File: config.mk
export PLATFORM = sky130hd
export DESIGN_NAME = irq_dual_mask
export DESIGN_NICKNAME = d
export VERILOG_FILES = /design/src/rtl/irq_dual_mask_pkg.sv /design/src/rtl/irq_mask_reg.sv /design/src/rtl/irq_pend_flags.sv /design/src/rtl/irq_prio_pick.sv /design/src/rtl/irq_dual_mask.sv
export SDC_FILE = /design/constraint.sdc
export NUM_CORES = 1
export LEC_CHECK = 0
export ABC_AREA = 0
export BUFFER_PORTS_ARGS = -buffer_cell sky130_fd_sc_hd__buf_4
export CAP_MARGIN = 30
export CELL_PAD_IN_SITES_DETAIL_PLACEMENT = 1
export CELL_PAD_IN_SITES_GLOBAL_PLACEMENT = 1
export CORE_MARGIN = 2
export CORE_UTILIZATION = 35
export DETAILED_ROUTE_END_ITERATION = 7
export PLACE_DENSITY_LB_ADDON = 0.1
export SLEW_MARGIN = 20
export SYNTH_ARGS = -nofsm -noshare
export SYNTH_HDL_FRONTEND = slang
export SYNTH_SLANG_ARGS = --single-unit
File: constraint.sdc
create_clock -name clk -period 5.35 [get_ports clk]
set_input_delay 1.3375 -clock clk [delete_from_list [all_inputs] [get_ports clk]]
set_output_delay 1.3375 -clock clk [all_outputs]
set_load 0.01 [all_outputs]
File: src/rtl/irq_dual_mask_pkg.sv
package irq_dual_mask_pkg;
   typedef enum logic [1:0] {
      MOP_HOLD = 2'b00,
      MOP_LOAD = 2'b01,
      MOP_AND  = 2'b10,
      MOP_OR   = 2'b11
   } mask_op_e;
endpackage

File: src/rtl/irq_mask_reg.sv
module irq_mask_reg
   import irq_dual_mask_pkg::*;
#(
   parameter int WIDTH = 16
) (
   input  logic             clk,
   input  logic             rst_n,
   input  logic [1:0]       op,
   input  logic [WIDTH-1:0] opnd,
   output logic [WIDTH-1:0] mask_q
);
   initial begin
      if (WIDTH < 1) $error("irq_mask_reg: WIDTH must be positive");
   end

   logic [WIDTH-1:0] mask_d;

   always_comb begin
      unique case (mask_op_e'(op))
         MOP_LOAD: mask_d = opnd;
         MOP_AND:  mask_d = mask_q & opnd;
         MOP_OR:   mask_d = mask_q | opnd;
         default:  mask_d = mask_q;
      endcase
   end

   always_ff @(posedge clk or negedge rst_n) begin
      if (!rst_n) mask_q <= '0;
      else        mask_q <= mask_d;
   end

   // R2 load lands one cycle later
   a_r2_load_next: assert property (@(posedge clk) disable iff (!rst_n)
      (op == MOP_LOAD) |=> (mask_q == $past(opnd)));
   // R4 hold keeps value
   a_r4_hold_stable: assert property (@(posedge clk) disable iff (!rst_n)
      (op == MOP_HOLD) |=> $stable(mask_q));
endmodule

File: src/rtl/irq_pend_flags.sv
module irq_pend_flags #(
   parameter int NSRC  = 16,
   parameter int IDX_W = 4
) (
   input  logic             clk,
   input  logic             rst_n,
   input  logic [NSRC-1:0]  req_pulse,
   input  logic             ack_valid,
   input  logic [IDX_W-1:0] ack_idx,
   output logic [NSRC-1:0]  flags_q
);
   initial begin
      if ((1 << IDX_W) < NSRC) $error("irq_pend_flags: IDX_W too narrow");
   end

   for (genvar g = 0; g < NSRC; g++) begin : g_flag
      logic clr;
      assign clr = ack_valid && (ack_idx == IDX_W'(g));

      always_ff @(posedge clk or negedge rst_n) begin
         if (!rst_n)            flags_q[g] <= 1'b0;
         else if (req_pulse[g]) flags_q[g] <= 1'b1;
         else if (clr)          flags_q[g] <= 1'b0;
      end

      // R10 pulse wins over clear
      a_r10_set_wins: assert property (@(posedge clk) disable iff (!rst_n)
         req_pulse[g] |=> flags_q[g]);
      // R10 acknowledge clears
      a_r10_ack_clears: assert property (@(posedge clk) disable iff (!rst_n)
         (clr && !req_pulse[g]) |=> !flags_q[g]);
      // R9 pending stays pending
      a_r9_flag_holds: assert property (@(posedge clk) disable iff (!rst_n)
         (flags_q[g] && !clr) |=> flags_q[g]);
   end
endmodule

File: src/rtl/irq_prio_pick.sv
module irq_prio_pick #(
   parameter int NSRC  = 16,
   parameter int IDX_W = 4
) (
   input  logic [NSRC-1:0]  elig,
   output logic             any,
   output logic [IDX_W-1:0] idx
);
   initial begin
      if (NSRC < 2) $error("irq_prio_pick: NSRC must be at least 2");
   end

   always_comb begin
      idx = '0;
      for (int i = NSRC - 1; i >= 0; i--) begin
         if (elig[i]) idx = IDX_W'(i);
      end
      any = |elig;
   end

   // R8 nothing of higher priority is eligible
   always_comb begin
      if (any) a_r8_lowest_wins: assert ((elig & ((NSRC'(1) << idx) - NSRC'(1))) == '0);
   end
endmodule

File: src/rtl/irq_dual_mask.sv
module irq_dual_mask
   import irq_dual_mask_pkg::*;
#(
   parameter int NSRC = 16,
   localparam int IDX_W = (NSRC > 1) ? $clog2(NSRC) : 1
) (
   input  logic             clk,
   input  logic             rst_n,
   input  logic [NSRC-1:0]  req_pulse,
   input  logic [1:0]       ien_op,
   input  logic [NSRC-1:0]  ien_opnd,
   input  logic [1:0]       dien_op,
   input  logic [NSRC-1:0]  dien_opnd,
   input  logic             rt_halted,
   input  logic             ack_valid,
   input  logic [IDX_W-1:0] ack_idx,
   output logic [NSRC-1:0]  ien_q,
   output logic [NSRC-1:0]  dien_q,
   output logic             irq_valid,
   output logic [IDX_W-1:0] irq_idx
);
   initial begin
      if (NSRC < 2 || NSRC > 64) $error("irq_dual_mask: NSRC out of range");
   end

   logic [NSRC-1:0] flags_q;
   logic [NSRC-1:0] gate;
   logic [NSRC-1:0] elig;

   irq_mask_reg #(.WIDTH(NSRC)) u_ien (
      .clk(clk), .rst_n(rst_n), .op(ien_op), .opnd(ien_opnd), .mask_q(ien_q));

   irq_mask_reg #(.WIDTH(NSRC)) u_dien (
      .clk(clk), .rst_n(rst_n), .op(dien_op), .opnd(dien_opnd), .mask_q(dien_q));

   irq_pend_flags #(.NSRC(NSRC), .IDX_W(IDX_W)) u_flags (
      .clk(clk), .rst_n(rst_n), .req_pulse(req_pulse),
      .ack_valid(ack_valid), .ack_idx(ack_idx), .flags_q(flags_q));

   // debug mask only narrows the enable set while halted
   always_comb begin
      gate = rt_halted ? (ien_q & dien_q) : ien_q;
      elig = flags_q & gate;
   end

   irq_prio_pick #(.NSRC(NSRC), .IDX_W(IDX_W)) u_pick (
      .elig(elig), .any(irq_valid), .idx(irq_idx));

   // R6 winner is pending and enabled
   a_r6_winner_enabled: assert property (@(posedge clk) disable iff (!rst_n)
      irq_valid |-> (flags_q[irq_idx] && ien_q[irq_idx]));
   // R7 halted winner is time-critical
   a_r7_halt_needs_debug: assert property (@(posedge clk) disable iff (!rst_n)
      (irq_valid && rt_halted) |-> dien_q[irq_idx]);
   // R11 idle index is zero
   a_r11_idle_zero: assert property (@(posedge clk) disable iff (!rst_n)
      !irq_valid |-> (irq_idx == '0));
endmodule

== Word level (Yosys, flattened, before mapping) ==
Index checks and enable logic that the tools add are counted.
Word-level totals
  register bits after elaboration: 48
  input bits: 60
  logic and storage cells: 132
Operators by class
  equal/unequal tests: 21
  mux-type cells: 51
  bitwise logic cells: 6
  reductions and logical operators: 36
Operators by type and width (number)
  $pmux W16 S3: 2
  $and A16 B16 Y16: 4
  $mux W4: 16
  $eq A4 B4 Y1 const B: 8
  $mux W1: 32
  $or A16 B16 Y16: 2
  $reduce_bool A2 Y1: 16
  $eq A4 B3 Y1 const B: 4
  $logic_and A1 B1 Y1: 16
  $mux W16: 1
  $reduce_or A16 Y1: 1
  $eq A2 B2 Y1 const B: 4
  $eq A4 B2 Y1 const B: 2
  $reduce_bool A3 Y1: 2
  $eq A2 B1 Y1 const B: 2
  $eq A4 B1 Y1 const B: 1
  $logic_not A4 Y1: 1

== Depth between registers and ports, before layout ==
Gate-level depths: netlist of the first run.
  word-level depth: 19
  depth in mapped cells: 6

== Hierarchy ==
A second synthesis of the first run with hierarchy kept.
Unflattened totals
  cell total of the unflattened synthesis: 294
  area, all modules: 2946.6 µm²
By module, submodules not included
  irq_mask_reg: instances 2, cells each 70, area each 824.5 µm²
  irq_pend_flags: instances 1, cells each 70, area each 777.0 µm²
  irq_dual_mask: instances 1, cells each 50, area each 344.1 µm²
  irq_prio_pick: instances 1, cells each 34, area each 176.4 µm²

== Worst setup path after synthesis of the first run ==
No wires, ideal clock.
  path type: input to output
  from: in rt_halted
  to: out irq_idx[1]
  data arrival time: 2420 ps
  slack: 1593 ps
  stages: 6
  buffers on the path: 1
  cell sequence: buf_6 -> nor2b_1 -> o22ai_2 -> a311oi_1 -> or3_1 -> a31oi_1
On the way
  cells in the longest elaborated chain, start to end: 18
RTL lines
  start, declared: RTL line irq_dual_mask.sv:14  | input logic rt_halted,
  $mux W16 *: RTL line irq_dual_mask.sv:42  | gate = rt_halted ? (ien_q & dien_q) : ien_q;
  $and A16 B16 Y16 *: RTL line irq_dual_mask.sv:43  | elig = flags_q & gate;
  $mux W4 (15 in series): RTL line irq_prio_pick.sv:16  | if (elig[i]) idx = IDX_W'(i);
  $mux W4 *: RTL line irq_prio_pick.sv:16
  end, declared: RTL line irq_dual_mask.sv:20  | output logic [IDX_W-1:0] irq_idx
Mark *: on every way between the ends. The rest lies on a longest branch, timed or not.

== Worst setup path after layout of the first run ==
Ends and elaborated chain as after synthesis.

==> out/summary.txt, run 1 <==
==========================================================================================
Worst-case vdd ir drop                                                              114 uV
Gpl congestion                                                                       0.867
Count of different cell masters after synthesis                                         39
Post-synth EDFFs                                                                         0
Cell depth of the worst min-delay path                                                   1
Instance count after placement with tap cells included                                 427
Final cell area excluding filler cells                                        0.00322 mm^2
Worst-path cell chain                                                         buf_4 -> or2b_1 -> a32o_1 -> a311oi_1 -> or3_1 -> a31oi_1 -> buf_4
Synth warnings                                                                           0
Setup CP Type                                                                 input pin to primary output
Clock edge transition at the registers on the reported setup and hold paths        0.08 ns
Maximum clock insertion buffer count                                                     2
Placed wire-length estimate                                                        5.73 mm
Number of sinks driven by the clock tree                                                48
Clock period minus worst slack                                                     4.07 ns
Post-layout instance count excluding filler cells                                      434
Top cell type by total area after synthesis                                   sky130_fd_sc_hd__dfrtp_1
Resize count post-CTS                                                                    0
IO Port Bufs                                                                            96
Post-Route Skew                                                                       0 ns
Category of the worst setup path capture point                                primary output
Buffers plus inverters on the worst setup path                                           2
Hold WS                                                                           0.498 ns
Total count of hold-check failures in the final report                                   0
TNS Setup                                                                             0 ns
Sequential element share of the synthesized area                                     0.511
FF-to-FF End                                                                  u_ien.mask_q[5]
First-pass GRT wire length                                                         12.1 mm
Total CTS buffers                                                                        5
CP Launch Type                                                                   input pin
Capture endpoint of the worst hold path                                       u_flags.flags_q[1]
Transition at the pin with the smallest max-transition slack                      0.775 ns
Most frequent standard cell in the layout excluding fill and tap cells        sky130_fd_sc_hd__buf_4
Average wire length per cell after detail routing                                  16.9 um
PD cells                                                                       287 mW/mm^2
Total wire length after detailed routing                                           7.35 mm
H-tree depth                                                                             2
Post-Synthesis Cells                                                                   262
Post-synthesis average cell area                                                 8.97 um^2
Cell with the most instances on the worst path                                sky130_fd_sc_hd__buf_4
Die Wd                                                                             86.0 um
Vias in the first global route                                                        2464
Relative slew slack                                                                  0.480
Number of vias in the routed layout                                                   2285
Flop2flop setup slack                                                              4.54 ns
Initial core utilization                                                             0.366
Final Cycle Share                                                                    0.761
Area inside the core boundary                                                 0.00642 mm^2
Antenna violations before repair                                                         0
Area growth from synthesis to layout                                                 36.9%
Setup repair after global routing missed its margin                                  false
Global-route total usage across every layer                                          0.210
Maximum fanout along the worst path                                                     12
Clock tree from TritonCTS                                                             done
Setup-violating endpoint count in the final report                                       0
Site row count                                                                          29
Flip-flop and latch count after synthesis                                               48
Share of flip-flops with an asynchronous set or reset after synthesis                 1.00
Critical register-to-register path startpoint                                 u_ien.mask_q[5]
Reg2Reg Depth                                                                            2
Number of DRC markers in iteration 0                                                    62
Most frequent cells in the layout                                             97 x sky130_fd_sc_hd__buf_4, 64 x sky130_fd_sc_hd__nor2_1, 48 x sky130_fd_sc_hd__dfrtp_1
Area of the die                                                               0.00739 mm^2
Total count of max-transition violations in the final report                             0
Launch instance of the worst min-delay path                                   u_flags.flags_q[1]
Slowest Stage Delay on Critical Path                                               0.37 ns
Diodes inserted                                                                          0
Synth top area cells                                                          sky130_fd_sc_hd__dfrtp_1 51%, sky130_fd_sc_hd__nor2_1 10%, sky130_fd_sc_hd__a21oi_1 6.8%, sky130_fd_sc_hd__nand2b_1 4.8%, sky130_fd_sc_hd__o21ai_0 4.0%
Most frequently used flop master after synthesis                              sky130_fd_sc_hd__dfrtp_1
DRC Markers                                                                              0
# Max-Cap Violations                                                                     0
Cell with the largest stage delay on the worst path                           sky130_fd_sc_hd__or3_1
Top Ports                                                                               97
Post-CTS setup buffer count                                                              0
Number of buffers inserted by hold repair at cts                                         0
Final global-route overflow total                                                        0
Leakage power                                                                   0.00145 uW
DRT Pass-1 Iters                                                                         4
Drt via density                                                                       5.26
Peak clock frequency supported by timing                                           246 MHz
Cell at the root of the clock tree                                            sky130_fd_sc_hd__clkbuf_8
Die H                                                                              86.0 um
Post-Synthesis Cell Area                                                      0.00235 mm^2
Ratio of cells with drive above 1 in the final layout                                0.317
Synthesized netlist net count                                                          322
Class of the most critical hold timing path                                   register to register
Outcome                                                                          completed
Clk_lat worst skew                                                                 0.29 ns
Routed Antenna Nets                                                                      0
Required time at the worst-slack endpoint                                          4.01 ns
Net count of the finished layout                                                       417
Placed Instance Area                                                          0.00314 mm^2
Largest net degree at the start of global routing                                       49
Kind of cell with the highest combined delay on the critical path             simple AND/OR/NAND/NOR gates
Proportion of netlist area held by the largest area contributor                      0.511
Worst endpoint data arrival time                                                   2.73 ns
==========================================================================================
## worst max path at each step
stage,start,endpoint,slack [ns],cells past startpoint
4_1_cts,rt_halted,irq_idx[1],1.31,7
6_report,rt_halted,irq_idx[1],1.28,7
5_1_grt,rt_halted,irq_idx[3],1.16,7
3_3_place_gp,rt_halted,irq_idx[0],1.37,7
2_1_floorplan,rt_halted,irq_idx[1],1.59,6
3_5_place_dp,rt_halted,irq_idx[1],1.33,7
## area by class of cell
class                   count  area (um^2)
inverters                   3         11.3
multi-input cells         202         1100
clock inverters             1         5.00
clock buffers               6         72.6
repair buffers             97          728
well taps                  77         96.3
flip-flops and latches     48         1200
fillers                   765         3200
## Yosys cell counts, drive strengths merged (3+ instances only)
cell,number
nor2,64
dfrtp,48
a21oi,32
o21ai,19
nand2b,18
nand2,13
clkbuf,8
o211ai,6
nor2b,5
a21o,4
and2b,4
nand3,4
nand3b,4
o31ai,4
and2,3
inv,3
o22ai,3
## worst register-to-register path, cell delays in order, from the launching register on
cell and delay [ns]:
sky130_fd_sc_hd__dfrtp_1 0.44, sky130_fd_sc_hd__a21oi_1 0.16, sky130_fd_sc_hd__o21ai_0 0.09
## layer usage
metal  routed length, um  share of wire  up-vias  track usage
met3                 323          0.044        6       0.0443
met1                3160           0.43     1130        0.258
li1                    -              -     1088            -
met5                   0              0        -            0
met2                3780           0.51       61        0.369
met4                  88          0.012        0       0.0635
## power by group
| group | switching [uW] | internal [uW] |
|---|---|---|
| Sequential | 39.9 | 400 |
| Clock | 114 | 89.2 |
| Combinational | 143 | 138 |
## cell families after synthesis
| group | count (synthesis) | synth area share |
|---|---|---|
| AND/OR/NAND/NOR | 123 | 0.253 |
| AO/OA/AOI/OAI | 77 | 0.206 |
| XOR/XNOR | 2 | 0.00745 |
| buffers and inverters | 12 | 0.0224 |
| flip-flops | 48 | 0.511 |
## state kept, by name, summed over array words and instances (netlist names)
register,flops
u_ien.mask_q,16
u_flags.flags_q,16
u_dien.mask_q,16
## metrics by stage
stage / setup WS (ns) / power (uW) / utilization
detailed placement: 1.33 / 730 / 0.489
CTS: 1.31 / 936 / 0.501
global route: 1.16 / 988 / 0.501
global placement: 1.37 / 721 / 0.488
floorplan: 1.59 / 573 / -
finish: 1.28 / 924 / 0.501
No activity file was read; power rests on OpenSTA's default activity.
==> inputs of run 2 (changes only) <==
Settings changed: CORE_UTILIZATION 35 to 34.
Clock period 5.35 ns to 3.9 ns, I/O delays scaled along.
==> run 2 against run 1 <==
Power grew 49%. First-iteration DRC count grew 24%. Highest routed layer unchanged. Critical path type unchanged. Wire length shrank 4.7%. Largest power group unchanged. Global-route usage shrank 1.4 points. Cell area grew 1.6%. Final cell count grew 1.2%. Largest cell class unchanged. Critical path depth is the same. Non-clock buffer count grew 1. Utilization shrank 1.7 points.
==> out/summary.txt, run 2 (same netlist as run 1, synthesis figures left out) <==
==========================================================================================
Worst-case vdd ir drop                                                              208 uV   +83%
Antenna violations before repair                                                         0   unchanged
Class of the most critical hold timing path                                   register to register
Placed wire-length estimate                                                        5.61 mm   -2.1%
Outcome                                                                          completed
Number of vias in the routed layout                                                   2264   -0.92%
First-pass GRT wire length                                                         11.5 mm   -5.0%
Maximum clock insertion buffer count                                                     2   unchanged
Routed Antenna Nets                                                                      0   unchanged
Largest net degree at the start of global routing                                       49   unchanged
Leakage power                                                                   0.00147 uW   +1.6%
Post-Route Skew                                                                       0 ns   unchanged
Gpl congestion                                                                       0.844   -2.6%
# Max-Cap Violations                                                                     0   unchanged
Die H                                                                              87.2 um   +1.4%
Post-CTS setup buffer count                                                              0   unchanged
Category of the worst setup path capture point                                primary output
Reg2Reg Depth                                                                            2   unchanged
Worst endpoint data arrival time                                                   2.31 ns   -0.42 ns
Register area                                                                 0.00120 mm^2   unchanged
Cell at the root of the clock tree                                            sky130_fd_sc_hd__clkbuf_8
Sequential group share of total power                                                0.438   -0.038
Clk_lat worst skew                                                                 0.29 ns   about the same
TNS Setup                                                                             0 ns   unchanged
Internal cell power                                                                 966 uW   +54%
Number of sinks driven by the clock tree                                                48   unchanged
Most frequent cells in the layout                                             98 x sky130_fd_sc_hd__buf_4, 64 x sky130_fd_sc_hd__nor2_1, 48 x sky130_fd_sc_hd__dfrtp_1
Number of DRC markers in iteration 0                                                    77   +24%
Relative slew slack                                                                  0.453   -0.0267
CP Launch Type                                                                   input pin
IO Port Bufs                                                                            96   unchanged
Drt via density                                                                       5.16   -2.0%
Most frequent standard cell in the layout excluding fill and tap cells        sky130_fd_sc_hd__buf_4
Area taken by multi-input logic gates                                         0.00110 mm^2   -0.68%
Layout fillers                                                                         817   +6.8%
DRT Pass-1 Iters                                                                         4   unchanged
Ratio of cells with drive above 1 in the final layout                                0.320   +0.00381
Clk pwr share                                                                        0.285   +0.065
Required time at the worst-slack endpoint                                          2.92 ns   -1.09 ns
Die Wd                                                                             87.2 um   +1.4%
Total wire length after detailed routing                                           7.00 mm   -4.7%
Diodes inserted                                                                          0   unchanged
Clock tree from TritonCTS                                                             done
Initial core utilization                                                             0.348   -0.0181
Clock edge transition at the registers on the reported setup and hold paths        0.09 ns   about the same
Total count of hold-check failures in the final report                                   0   unchanged
Maximum fanout along the worst path                                                     12   unchanged
Area inside the core boundary                                                 0.00676 mm^2   +5.2%
Area growth from synthesis to layout                                                 39.2%
Fraction of power consumed by combinational cells                                    0.277   -0.027
Registers with the most flip-flops                                            u_dien.mask_q x16, u_flags.flags_q x16, u_ien.mask_q x16
Transition at the pin with the smallest max-transition slack                      0.815 ns   +0.0398 ns
Total count of max-transition violations in the final report                             0   unchanged
H-tree depth                                                                             2   unchanged
Final cell area excluding filler cells                                        0.00327 mm^2   +1.6%
Switch share                                                                         0.298   -0.0222
Final global-route overflow total                                                        0   unchanged
Overall power of the completed layout                                              1380 uW   +49%
Cell depth of the worst min-delay path                                                   1   unchanged
DRC Markers                                                                              0   unchanged
Net switching power figure                                                          411 uW   +39%
Site row count                                                                          30   +3.4%
Area of the die                                                               0.00760 mm^2   +2.8%
Resize count post-CTS                                                                    0   unchanged
Top Ports                                                                               97   unchanged
Net count of the finished layout                                                       418   +0.24%
Vias in the first global route                                                        2342   -5.0%
Setup repair after global routing missed its margin                                  false
Number of buffers inserted by hold repair at cts                                         0   unchanged
Setup CP Type                                                                 input pin to primary output
Setup-violating endpoint count in the final report                                       0   unchanged
Peak clock frequency supported by timing                                           305 MHz
Clock period minus worst slack                                                     3.28 ns
Global-route total usage across every layer                                          0.196   -0.0138
Total CTS buffers                                                                        5   unchanged
Average wire length per cell after detail routing                                  16.0 um   -5.8%
PD cells                                                                       421 mW/mm^2   +47%
Final Cycle Share                                                                    0.841
Placed Instance Area                                                          0.00315 mm^2   +0.12%
==========================================================================================
[run 2: changes by cell type in the layout (fill, tap and decap cells not counted), sizes merged]
cell	delta
clkinv	-1
clkbuf	+1
buf	+1
bufinv	+1
[run 2: per-layer routing]
metal  routed length, um  vias up  GRT usage
met5                   0        -          0
met4                  52        0     0.0462
met3                 389        4     0.0398
met2                3350       62      0.330
met1                3220     1100      0.261
li1                    -     1098          -
[run 2: final timing paths]
kind	startpoint	endpoint	slack, ns
min reg2reg	u_flags.flags_q[3]	u_flags.flags_q[3]	0.49
max in group asynchronous	rst_n	u_dien.mask_q[15]	2.80
min in group asynchronous	rst_n	u_ien.mask_q[6]	0.69
min	u_flags.flags_q[3]	u_flags.flags_q[3]	0.49
max reg2reg	u_dien.mask_q[5]	u_dien.mask_q[5]	3.09
max	rt_halted	irq_idx[1]	0.62
[run 2: layout make-up]
cell class / count / share of cell area
Inverter: 3 / 0.00344
Multi-Input combinational cell: 202 / 0.335
Clock inverter: 1 / 0.00918
Tap cell: 80 / 0.0306
Timing Repair Buffer: 98 / 0.225
Clock buffer: 7 / 0.0294
Sequential cell: 48 / 0.367
[run 2: worst max-delay path, stage by stage]
cell and delay, ns:
sky130_fd_sc_hd__buf_4 0.15, sky130_fd_sc_hd__or2b_1 0.19, sky130_fd_sc_hd__a32o_1 0.22, sky130_fd_sc_hd__a311oi_1 0.07, sky130_fd_sc_hd__or3_1 0.37, sky130_fd_sc_hd__a31oi_1 0.18
sky130_fd_sc_hd__buf_4 0.15
[run 2: power groups by stage]
stage          Combinational, uW  Sequential [uW]  Clock [uW]
6_report                     381              602         393
5_1_grt                      423              611         420
4_1_cts                      387              604         400
3_5_place_dp                 386              614           0
3_3_place_gp                 376              615           0
2_1_floorplan                167              618           0
[run 2: through the flow]
stage,hold slack (ns),util,setup slack [ns],instances
2_1_floorplan,0.449,-,0.868,262
3_3_place_gp,0.465,0.466,0.659,431
3_5_place_dp,0.474,0.466,0.651,431
4_1_cts,0.494,0.484,0.634,439
5_1_grt,0.529,0.484,0.520,439
6_report,0.489,0.484,0.618,439
==> inputs of run 3 (changes only) <==
Clock period 3.9 ns to 3.32 ns, I/O delays scaled along.
==> run 3 against run 2 <==
Utilization down 0.72 points. Power up 7.8%. Sequential share of layout area up 0.56 points. Global-route usage up 0.89 points. Clock power down 17%. Clock skew unchanged. Count of clock-buffer cells in the layout down 1. First-iteration DRC count up 3.9%. Critical path type unchanged. Highest routed layer unchanged.
==> out/summary.txt, run 3 (same netlist as run 1, synthesis figures left out) <==
==========================================================================================
Outcome                                                                          completed
DRT Pass-1 Iters                                                                         4   unchanged
Cell at the root of the clock tree                                            sky130_fd_sc_hd__clkbuf_8
Transition at the pin with the smallest max-transition slack                      0.801 ns   -0.0135 ns
Total wire length after detailed routing                                           7.19 mm   +2.6%
TNS Setup                                                                             0 ns   unchanged
Die H                                                                              87.2 um   unchanged
PD cells                                                                       460 mW/mm^2   +9.4%
Number of buffers inserted by hold repair at cts                                         0   unchanged
Setup WS pre-CTS                                                                  0.359 ns   -0.293 ns
Clock period minus worst slack                                                     2.96 ns
Most frequent cells in the layout                                             98 x sky130_fd_sc_hd__buf_4, 64 x sky130_fd_sc_hd__nor2_1, 48 x sky130_fd_sc_hd__dfrtp_1
Drt via density                                                                       5.18   +0.54%
Post-route met1 wirelength                                                         3.21 mm   -0.25%
Worst-case vdd ir drop                                                              195 uV   -6.6%
Final global-route overflow total                                                        0   unchanged
Maximum clock insertion buffer count                                                     2   unchanged
Met2 wirelength from detailed routing                                              3.50 mm   +4.5%
Post-route setup slack                                                            0.358 ns   -0.260 ns
Setup CP Type                                                                 input pin to primary output
Diodes inserted                                                                          0   unchanged
Ratio of cells with drive above 1 in the final layout                                0.316   -0.00469
Area inside the core boundary                                                 0.00676 mm^2   unchanged
Global-route total usage across every layer                                          0.205   +0.00889
Required time at the worst-slack endpoint                                          2.49 ns   -0.43 ns
Final cell area excluding filler cells                                        0.00322 mm^2   -1.5%
Clock tree from TritonCTS                                                             done
Instance count after placement with tap cells included                                 431   unchanged
DRC Markers                                                                              0   unchanged
Most frequent standard cell in the layout excluding fill and tap cells        sky130_fd_sc_hd__buf_4
Vias in the first global route                                                        2421   +3.4%
Post-CTS setup buffer count                                                              0   unchanged
Area of the die                                                               0.00760 mm^2   unchanged
# Max-Cap Violations                                                                     0   unchanged
Post-layout instance count excluding filler cells                                      438   -0.23%
Placed wire-length estimate                                                        5.80 mm   +3.4%
Clock edge transition at the registers on the reported setup and hold paths        0.08 ns   about the same
IO Port Bufs                                                                            96   unchanged
Setup repair after global routing missed its margin                                  false
Worst endpoint data arrival time                                                   2.13 ns   -0.18 ns
Top Ports                                                                               97   unchanged
Site row count                                                                          30   unchanged
Largest net degree at the start of global routing                                       49   unchanged
Initial core utilization                                                             0.348   unchanged
Util after Layout                                                                    0.477   -0.00722
Placed Instance Area                                                          0.00315 mm^2   unchanged
H-tree depth                                                                             2   unchanged
Area growth from synthesis to layout                                                 37.1%
Antenna violations before repair                                                         0   unchanged
Net count of the finished layout                                                       418   unchanged
CP Launch Type                                                                   input pin
Max Used Layer                                                                        met4
Total count of hold-check failures in the final report                                   0   unchanged
Clk_lat worst skew                                                                 0.29 ns   about the same
Final Cycle Share                                                                    0.892
Maximum fanout along the worst path                                                     12   unchanged
Routed Antenna Nets                                                                      0   unchanged
Number of sinks driven by the clock tree                                                48   unchanged
Total count of max-transition violations in the final report                             0   unchanged
Setup-violating endpoint count in the final report                                       0   unchanged
Total CTS buffers                                                                        5   unchanged
Class of the most critical hold timing path                                   register to register
Peak clock frequency supported by timing                                           338 MHz
Resize count post-CTS                                                                    0   unchanged
Post-Route Skew                                                                       0 ns   unchanged
Average wire length per cell after detail routing                                  16.4 um   +2.8%
First-pass GRT wire length                                                         12.0 mm   +4.1%
Number of vias in the routed layout                                                   2271   +0.31%
Number of DRC markers in iteration 0                                                    80   +3.9%
Gpl congestion                                                                       0.846   +0.17%
Category of the worst setup path capture point                                primary output
Relative slew slack                                                                  0.462   +0.00909
Leakage power                                                                   0.00145 uW   -1.6%
Die Wd                                                                             87.2 um   unchanged
Registers with the most flip-flops                                            u_dien.mask_q x16, u_flags.flags_q x16, u_ien.mask_q x16
DR WL met3                                                                          413 um   +6.2%
==========================================================================================
run 3: cell types whose count changed in the layout (fill, tap and decap cells not counted), sizes merged:
cell    before  now
bufinv       1    0
clkbuf       7    6
clkinv       0    1
run 3: worst paths after layout:
| kind | slack [ns] | to | cells past startpoint | start |
|---|---|---|---|---|
| setup reg to reg | 2.51 | u_dien.mask_q[5] | 2 | u_dien.mask_q[5] |
| setup / recovery | 0.36 | irq_idx[1] | 7 | rt_halted |
| hold reg to reg | 0.48 | u_flags.flags_q[3] | 1 | u_flags.flags_q[3] |
| min in group asynchronous | 0.54 | u_flags.flags_q[10] | 1 | rst_n |
| max in group asynchronous | 2.36 | u_dien.mask_q[8] | 1 | rst_n |
| hold / removal | 0.48 | u_flags.flags_q[3] | 1 | u_flags.flags_q[3] |
run 3: power by group:
part,total [uW],internal [uW],leakage [uW],switching (uW)
logic,448,224,0.000885,225
registers,708,645,0.000526,62.9
clock network,327,143,0.0000410,184
run 3: per-stage QoR:
stage               hold WS [ns]  total power [uW]
floorplan                  0.449               923
global placement           0.465              1160
detailed placement         0.469              1180
CTS                        0.488              1510
global route               0.513              1590
finish                     0.485              1480
run 3: final cells by class:
class | instances | area, um^2
Tap cell | 80 | 100
Fill cell | 827 | 3530
Clock buffer | 6 | 72.6
Clock inverter | 1 | 5.00
Timing Repair Buffer | 98 | 736
Inverter | 3 | 11.3
Multi-Input combinational cell | 202 | 1100
Sequential cell | 48 | 1200
run 3: critical path, cell delays in order:
cell and delay, ns:
sky130_fd_sc_hd__buf_4 0.15, sky130_fd_sc_hd__or2b_1 0.18, sky130_fd_sc_hd__a32o_1 0.21, sky130_fd_sc_hd__a311oi_1 0.06, sky130_fd_sc_hd__or3_1 0.36, sky130_fd_sc_hd__a31oi_1 0.18, sky130_fd_sc_hd__buf_4 0.15
run 3: per-layer routing:
layer	vias to the layer above	global-route usage
met1	1107	0.267
met5	-	0
met3	6	0.0521
met4	0	0.0448
met2	62	0.346
li1	1096	-
